## src/rtl/exc_pkg.sv

```systemverilog
`timescale 1ns/1ps
package exc_pkg;
  typedef enum logic [1:0] {
    REDIR_NONE    = 2'd0,
    REDIR_HANDLER = 2'd1,
    REDIR_RETURN  = 2'd2
  } redir_e;
endpackage

```

## src/rtl/exc_arbiter.sv

```systemverilog
`timescale 1ns/1ps
module exc_arbiter
  import exc_pkg::*;
(
  input  logic   irq_i,
  input  logic   boundary_i,
  input  logic   ie_i,
  input  logic   rti_i,
  output redir_e cause_o,
  output logic   take_o
);
  // return has priority; a pending request waits for the restored enable
  always_comb begin
    cause_o = REDIR_NONE;
    take_o  = 1'b0;
    if (rti_i) begin
      cause_o = REDIR_RETURN;
    end else if (irq_i && ie_i && boundary_i) begin
      cause_o = REDIR_HANDLER;
      take_o  = 1'b1;
    end
  end
endmodule

```

## src/rtl/exc_shadow.sv

```systemverilog
`timescale 1ns/1ps
module exc_shadow #(
  parameter int XLEN = 32,
  parameter int PS_W = 8
) (
  input  logic            clk_i,
  input  logic            rst_ni,
  input  logic            capture_i,
  input  logic [XLEN-1:0] pc_next_i,
  input  logic [PS_W-1:0] ps_i,
  output logic [XLEN-1:0] epc_o,
  output logic [PS_W-1:0] estat_o
);
  always_ff @(posedge clk_i or negedge rst_ni) begin
    if (!rst_ni) begin
      epc_o   <= '0;
      estat_o <= '0;
    end else if (capture_i) begin
      epc_o   <= pc_next_i;
      estat_o <= ps_i;
    end
  end
endmodule

```

## src/rtl/exc_status.sv

```systemverilog
`timescale 1ns/1ps
module exc_status #(
  parameter int              PS_W     = 8,
  parameter int              IE_BIT   = 0,
  parameter logic [PS_W-1:0] PS_RESET = '0
) (
  input  logic            clk_i,
  input  logic            rst_ni,
  input  logic            take_i,
  input  logic            rti_i,
  input  logic            we_i,
  input  logic [PS_W-1:0] wdata_i,
  input  logic [PS_W-1:0] estat_i,
  output logic [PS_W-1:0] ps_o
);
  localparam logic [PS_W-1:0] IE_MASK = PS_W'(1) << IE_BIT;

  logic [PS_W-1:0] ps_d;

  // priority: return, entry, software write
  always_comb begin
    ps_d = ps_o;
    if (rti_i)       ps_d = estat_i;
    else if (take_i) ps_d = ps_o & ~IE_MASK;
    else if (we_i)   ps_d = wdata_i;
  end

  always_ff @(posedge clk_i or negedge rst_ni) begin
    if (!rst_ni) ps_o <= PS_RESET;
    else         ps_o <= ps_d;
  end
endmodule

```

## src/rtl/exc_entry_unit.sv

```systemverilog
`timescale 1ns/1ps
module exc_entry_unit
  import exc_pkg::*;
#(
  parameter int               XLEN         = 32,
  parameter int               PS_W         = 8,
  parameter int               IE_BIT       = 0,
  parameter logic [XLEN-1:0]  HANDLER_ADDR = 32'h0000_0020,
  parameter logic [PS_W-1:0]  PS_RESET     = '0
) (
  input  logic            clk_i,
  input  logic            rst_ni,
  input  logic            irq_i,
  input  logic            boundary_i,
  input  logic [XLEN-1:0] pc_next_i,
  input  logic            rti_i,
  input  logic            ps_we_i,
  input  logic [PS_W-1:0] ps_wdata_i,
  output logic            redirect_o,
  output logic [XLEN-1:0] redirect_pc_o,
  output logic            taken_o,
  output logic [PS_W-1:0] ps_o,
  output logic [XLEN-1:0] epc_o,
  output logic [PS_W-1:0] estat_o
);
  redir_e cause;
  logic   take;

  exc_arbiter i_arb (
    .irq_i      (irq_i),
    .boundary_i (boundary_i),
    .ie_i       (ps_o[IE_BIT]),
    .rti_i      (rti_i),
    .cause_o    (cause),
    .take_o     (take)
  );

  exc_shadow #(.XLEN(XLEN), .PS_W(PS_W)) i_shadow (
    .clk_i     (clk_i),
    .rst_ni    (rst_ni),
    .capture_i (take),
    .pc_next_i (pc_next_i),
    .ps_i      (ps_o),
    .epc_o     (epc_o),
    .estat_o   (estat_o)
  );

  exc_status #(.PS_W(PS_W), .IE_BIT(IE_BIT), .PS_RESET(PS_RESET)) i_status (
    .clk_i   (clk_i),
    .rst_ni  (rst_ni),
    .take_i  (take),
    .rti_i   (rti_i),
    .we_i    (ps_we_i),
    .wdata_i (ps_wdata_i),
    .estat_i (estat_o),
    .ps_o    (ps_o)
  );

  always_comb begin
    unique case (cause)
      REDIR_HANDLER: redirect_pc_o = HANDLER_ADDR;
      REDIR_RETURN:  redirect_pc_o = epc_o;
      default:       redirect_pc_o = '0;
    endcase
  end

  assign redirect_o = (cause != REDIR_NONE);
  assign taken_o    = take;
endmodule

```

## config.mk

```make
export PLATFORM = sky130hd
export DESIGN_NAME = exc_entry_unit
export DESIGN_NICKNAME = d
export VERILOG_FILES = /design/src/rtl/exc_pkg.sv /design/src/rtl/exc_arbiter.sv /design/src/rtl/exc_shadow.sv /design/src/rtl/exc_status.sv /design/src/rtl/exc_entry_unit.sv
export SDC_FILE = /design/constraint.sdc
export NUM_CORES = 1
export LEC_CHECK = 0
export CAP_MARGIN = 20
export CORE_ASPECT_RATIO = 1.1
export CORE_MARGIN = 2
export CORE_UTILIZATION = 42
export CTS_CLUSTER_DIAMETER = 40
export DETAILED_ROUTE_END_ITERATION = 10
export GPL_ROUTABILITY_DRIVEN = 0
export GPL_TIMING_DRIVEN = 0
export HOLD_SLACK_MARGIN = 0.06
export PLACE_DENSITY_LB_ADDON = 0.25
export SLEW_MARGIN = 20
export SYNTH_ARGS = -nofsm -noshare
export SYNTH_HDL_FRONTEND = slang
export SYNTH_HIERARCHICAL = 1
export SYNTH_SLANG_ARGS = --single-unit
```

## constraint.sdc

```tcl
create_clock -name clk_i -period 3.7 [get_ports clk_i]
set_input_delay 0.74 -clock clk_i [delete_from_list [all_inputs] [get_ports clk_i]]
set_output_delay 0.74 -clock clk_i [all_outputs]
set_load 0.02 [all_outputs]
```

==> impl_metrics.toml, run 1 <==
[sta]
finalClockSkew_ns = 0.00439
share_of_the_clock_period_used_by_the_worst_path_after_layout_pct = 95.7
final-max-slew-violation-count = 0
period_needed_ns = 3.54
timing.final.hold_violations = 0
fin_ws_ns = 0.158
setup_violations = 0
relSlewSlack_pct = 54.3
maxClockFrequency_mhz = 282
rsz0062_at_grt = "no"
tightestPinTransition_ns = 0.686

[synth]
synth.top_cells.by_area = "dfrtp_1 52%, mux2_2 20%, and2_2 10%"
count_of_yosys_warnings_during_synthesis = 6
synth.yosys.seq_area_share_pct = 52.2
postSynthAreaPerCell_um2 = 13.5
netlist-cell-type-count = 18
syn_nets = 220
synth_cells = 171
post_synth_instance_area_um2 = 2300
synth_seq_cells = 48
yosysTopAreaCell = "dfrtp_1"
synth.top_cell.area_share_pct = 52.2

[die]
pin_count = 128
floorplan.initialDensity_pct = 43.2
fp.coreArea_um2 = 5330
die_outline_area_um2 = 6090
die_h_um = 81.7
dieWidth_um = 74.6
floorplan.rows = 28

[place]
worst_setup_timing_slack_at_the_placement_stage_ns = -0.540
dp_cells = 374
postPlaceCellArea_um2 = 3690
dp_hpwl_um = 4490
buffer_ports.inserted = 127

[layout]
design.final.nets = 356
fillers = 425
postLayoutCellArea_um2 = 3800
fin_cells = 382
drive_gt1_share_pct = 31.3
antenna-diode-count = 0
area_growth_synth_to_finish_pct = 64.9
final_core_utilization_pct = 71.3

[status]
status = "complete, no violations"

[power]
internal_power_uw = 1510
pwr-share-seq_pct = 35.7
power_frac_comb_pct = 50.3
clockPowerShare_pct = 14.0
peakVddDrop_v = 0.000292
power_density_nw_per_um2 = 608
netSwitchingPower_uw = 804
switching_power_as_a_share_of_total_power_pct = 34.8
leakagePower_uw = 0.00162

[grt]
initial_antenna_violation_count = 0
global_route.overflow_total = 0
first_pass_grt_wire_length_um = 8490
number_of_global_route_vias_before_repair = 1645
all_layer_global_routing_usage_pct = 18.6
grt_max_degree = 29

[worst_setup_path]
cp-end-kind = "primary output"
number_of_cells_on_the_worst_reg_to_reg_path = 4
required_time_at_the_endpoint_of_the_critical_path_ns = 2.96
timing.critical_path.arrival_ns = 2.80
start_kind = "primary input"
worst-path-max-fanout = 10
crit_type = "primary input to primary output"

[detailed_routing]
antenna_left = 0
drt-total-wl_um = 5690
dr_total_vias = 1797
drtPass1Iterations = 3
dr.first_iter.drc_count = 29
post_drt_via_cell_ratio = 4.70
avgRoutedWirePerCell_um = 14.9
remaining_drc_errors = 0

[clocking]
cts_root_buffer = "clkbuf_8"
clock_transition_at_the_registers_of_the_reported_paths_ns = 0.08
insertion_delay_ns = 0.29
cts.htree.levels = 2
tritoncts = "built"
clockBufferDepth = 2
cts_inserted_buffers = 5
tritoncts_num_sinks = 48

[min_path]
timing.hold.worst.class = "primary input to asynchronous set/reset pin"

[run]
maxCapViolCount = 0
-- timing repair --
action	in CTS	in global routing
resized for setup	6	0
hold buffers	0	0
setup buffers	1	0
endpoints found under the setup margin	33	0
-- flip-flops by register name, summed over array words and instances (netlist names) --
register and cells:
i_shadow/epc_o 32, i_shadow/estat_o 8, i_status/ps_o 8
-- power groups by stage --
stage / combinational [uW] / sequential (uW) / clock (uW)
2_1_floorplan: 359 / 1030 / 0
3_3_place_gp: 1150 / 828 / 0
3_5_place_dp: 1180 / 837 / 0
4_1_cts: 1170 / 828 / 337
5_1_grt: 1220 / 853 / 353
6_report: 1160 / 825 / 324
-- area by class of cell --
| class | count | area [um^2] | share of cell area, % |
|---|---|---|---|
| inverters | 10 | 37.5 | 0.989 |
| clock buffers | 7 | 96.3 | 2.54 |
| repair buffers | 129 | 1300 | 34.2 |
| multi-input cells | 102 | 970 | 25.5 |
| plain buffers | 11 | 100 | 2.64 |
| well taps | 75 | 93.8 | 2.47 |
| flip-flops and latches | 48 | 1200 | 31.6 |
-- logic make-up (layout without fill, tap and decap cells) --
logic type	Yosys count	after routing	share of synthesized area, %
fa+ha+maj	3	3	1.63
flops	48	48	52.2
simple gates	49	49	16.1
buf+inv	21	157	5.87
compound gates	9	9	4.18
mux	41	41	20.0
-- Yosys cell counts --
cell / count
a21oi_1: 1
and2_2: 31
and4b_1: 1
buf_4: 2
buf_6: 6
clkbuf_2: 3
dfrtp_1: 48
ha_1: 3
inv_1: 10
mux2_2: 40
mux2i_1: 1
nand2_1: 8
nand4bb_1: 7
nor2b_1: 1
nor2b_4: 1
o311ai_1: 6
o311ai_4: 1
o31ai_2: 1
-- final timing paths --
check                                                      from                             end  slack (ns)
worst max-delay path                                      irq_i               redirect_pc_o[31]        0.16
worst min-delay path                                     rst_ni   i_shadow/epc_o[0]$_DFFE_PN0P_        0.48
worst max register to register     i_status/ps_o[0]$_DFFE_PN0P_  i_shadow/epc_o[15]$_DFFE_PN0P_        2.18
worst min register to register  i_shadow/estat_o[0]$_DFFE_PN0P_    i_status/ps_o[0]$_DFFE_PN0P_        0.53
max in group asynchronous                                rst_ni  i_shadow/epc_o[25]$_DFFE_PN0P_        2.68
min in group clk_i              i_shadow/estat_o[0]$_DFFE_PN0P_    i_status/ps_o[0]$_DFFE_PN0P_        0.53
-- per-stage QoR --
stage | total power, uW | hold WS [ns] | TNS (ns)
2_1_floorplan | 1390 | 0.444 | 0
3_3_place_gp | 1980 | 0.505 | -14.69
3_5_place_dp | 2010 | 0.510 | -15.76
4_1_cts | 2340 | 0.497 | 0
5_1_grt | 2430 | 0.529 | 0
6_report | 2310 | 0.484 | 0
-- critical path, cell delays in order --
cell and delay, ns:
clkdlybuf4s50_1 0.41, and4b_4 0.21, buf_4 0.13, inv_1 0.07, ha_1 0.25, clkbuf_2 0.22
and2_2 0.17, clkdlybuf4s50_1 0.60
-- routing by layer --
layer,wire [um],vias to the layer above,global-route usage (%)
li1,-,856,-
met1,2200,868,21.7
met2,3090,69,33.5
met3,367,4,4.91
met4,32,0,4.82
met5,0,-,0
-- placed cells by master (no fill, tap or decap) --
cell type | netlist | layout
clkbuf_4 | 0 | 1
dlygate4sd2_1 | 0 | 3
nor2b_1 | 1 | 1
clkdlybuf4s50_1 | 0 | 123
buf_16 | 0 | 1
inv_1 | 10 | 10
nor2b_4 | 1 | 1
clkbuf_8 | 0 | 7
and2_2 | 31 | 31
o311ai_1 | 6 | 6
and4b_4 | 0 | 1
o311ai_4 | 1 | 1
mux2_2 | 40 | 40
clkbuf_2 | 3 | 2
a21oi_1 | 1 | 1
buf_6 | 6 | 6
buf_2 | 0 | 1
mux2i_1 | 1 | 1
nand4bb_1 | 7 | 7
buf_4 | 2 | 3
nand2_1 | 8 | 8
dfrtp_1 | 48 | 48
o31ai_2 | 1 | 1
ha_1 | 3 | 3
(Power assumes the default switching activity.)
==> run 2, diff against run 1 <==
CORE_MARGIN = 1.5   (was 2)
CORE_UTILIZATION = 50   (was 42)
DONT_BUFFER_PORTS = 1   (was default)
==> run 2 against run 1 <==
Hold slack got worse by 0.35 ns; power fell by 23%; cell count fell by 39%; die area fell by 18%; critical path type is now register to primary output; critical endpoint is now redirect_pc_o[10]; largest power group is now sequential cells.
==> impl_metrics.toml, run 2 (synthesis gave the netlist of run 1 again) <==
[sta]
rsz0062_at_grt = "no"
totalNegativeSetupSlack_ns = 0
setup_violations = 0
timing.final.hold_violations = 0
finalClockSkew_ns = 0.00242
period_needed_ns = 3.32
relSlewSlack_pct = 43.1
share_of_the_clock_period_used_by_the_worst_path_after_layout_pct = 89.8
tightestPinTransition_ns = 0.853
final-max-slew-violation-count = 0
maxClockFrequency_mhz = 301

[layout]
layout.cells.most_common = "dfrtp_1"
top_register = "i_shadow/epc_o"
antenna-diode-count = 0
final_cell_mix = "48 x dfrtp_1, 40 x mux2_2, 31 x and2_2"
postLayoutCellArea_um2 = 2460
area_growth_synth_to_finish_pct = 6.85
design.final.nets = 227
max_ffs_per_register = 32
drive_gt1_share_pct = 50.8
fillers = 377
reg_top3 = "i_shadow/epc_o: 32 flops, i_shadow/estat_o: 8 flops, i_status/ps_o: 8 flops"
fin_cells = 233

[clocking]
post_cts.resized_instances = 0
cts_setup_buffers = 0
insertion_delay_ns = 0.29
tritoncts_num_sinks = 48
clock_transition_at_the_registers_of_the_reported_paths_ns = 0.08
cts_inserted_buffers = 5
cts.htree.levels = 2
postCtsHoldBufs = 0
clockBufferDepth = 2
tritoncts = "built"
cts_root_buffer = "clkbuf_8"

[detailed_routing]
remaining_drc_errors = 0
drtPass1Iterations = 4
post_drt_via_cell_ratio = 5.80
dr_total_vias = 1352
drt-total-wl_um = 4700
dr.first_iter.drc_count = 49
avgRoutedWirePerCell_um = 20.2
antenna_left = 0

[worst_setup_path]
crit_path_max_incr_delay_ns = 0.81
critical_path_buf_inv_count = 3
required_time_at_the_endpoint_of_the_critical_path_ns = 2.96
start_kind = "register"
regToRegStartpoint = "i_status/ps_o[0]$_DFFE_PN0P_"
worst_path_cell_chain = "and4b_1 -> buf_4 -> inv_1 -> ha_1 -> clkbuf_2 -> and2_2"
r2r_slack_ns = 1.66
cpLargestDelayFamily = "simple AND/OR/NAND/NOR gates"
worst_path_max_delay_cell = "and4b_1"
worst-path-max-fanout = 15
number_of_cells_on_the_worst_reg_to_reg_path = 3
crit-reg2reg-capture = "i_shadow/epc_o[4]$_DFFE_PN0P_"
crit_type = "register to primary output"
cp-end-kind = "primary output"
timing.critical_path.arrival_ns = 2.58

[grt]
initial_antenna_violation_count = 0
all_layer_global_routing_usage_pct = 18.7
number_of_global_route_vias_before_repair = 1481
global_route.overflow_total = 0
first_pass_grt_wire_length_um = 6930
grt_max_degree = 49

[die]
floorplan.initialDensity_pct = 52.9
die_h_um = 74.2
floorplan.rows = 25
pin_count = 128
die_outline_area_um2 = 5020
fp.coreArea_um2 = 4350
dieWidth_um = 67.7

[place]
postPlaceCellArea_um2 = 2370
dp_cells = 225
dp_hpwl_um = 3620
buffer_ports.inserted = 0

[status]
status = "complete, no violations"

[power]
power_density_nw_per_um2 = 718
peakVddDrop_v = 0.000301
leakagePower_uw = 0.00111

[min_path]
timing.hold.worst.class = "primary input to asynchronous set/reset pin"

[run]
maxCapViolCount = 0
==> run 2: cell types whose count changed in the layout (fill, tap and decap cells not counted), sizes merged <==
cell / delta
dlygate4sd2: -3
buf: -3
clkbuf: +1
clkdlybuf4s50: -123
==> run 2: metal layers <==
metal	wire (um)	global-route usage [%]	vias to the layer above
li1	-	-	596
met1	1580	18.7	666
met2	2670	35.7	84
met3	407	6.81	6
met4	51	5.44	0
met5	0	0	-
==> run 2: worst max-delay path by stage <==
stage | from | end | slack [ns] | depth (start not counted)
final | i_status/ps_o[0]$_DFFE_PN0P_ | redirect_pc_o[10] | 0.38 | 6
after global routing | i_status/ps_o[0]$_DFFE_PN0P_ | redirect_pc_o[20] | 0.21 | 6
after CTS | i_status/ps_o[0]$_DFFE_PN0P_ | redirect_pc_o[10] | 0.32 | 6
after detailed placement | rti_i | redirect_pc_o[10] | 0.38 | 6
after global placement | rti_i | redirect_pc_o[10] | 0.41 | 6
after floorplan | rti_i | redirect_pc_o[5] | 0.70 | 5
==> run 2: where the power goes <==
part / switching, uW / internal (uW) / leakage (uW) / total [uW]
Sequential: 370 / 696 / 0.000607 / 1070
Combinational: 198 / 198 / 0.000460 / 396
Clock: 154 / 152 / 0.0000455 / 306
==> run 2: cell type report <==
type	instances	area [um^2]	share of cell area (%)
flip-flops and latches	48	1200	48.8
inverters	10	37.5	1.53
well taps	54	67.6	2.75
multi-input cells	102	966	39.3
plain buffers	11	97.6	3.97
clock buffers	8	90.1	3.66
==> run 2: metrics by stage <==
step	total power [uW]	hold slack (ns)	utilization [%]	worst slack, ns
after floorplan	1390	0.444	-	0.702
after global placement	1460	0.445	54.5	0.411
after detailed placement	1480	0.445	54.5	0.385
after CTS	1790	0.127	56.6	0.317
after global routing	1870	0.111	56.6	0.205
final	1770	0.137	56.6	0.376
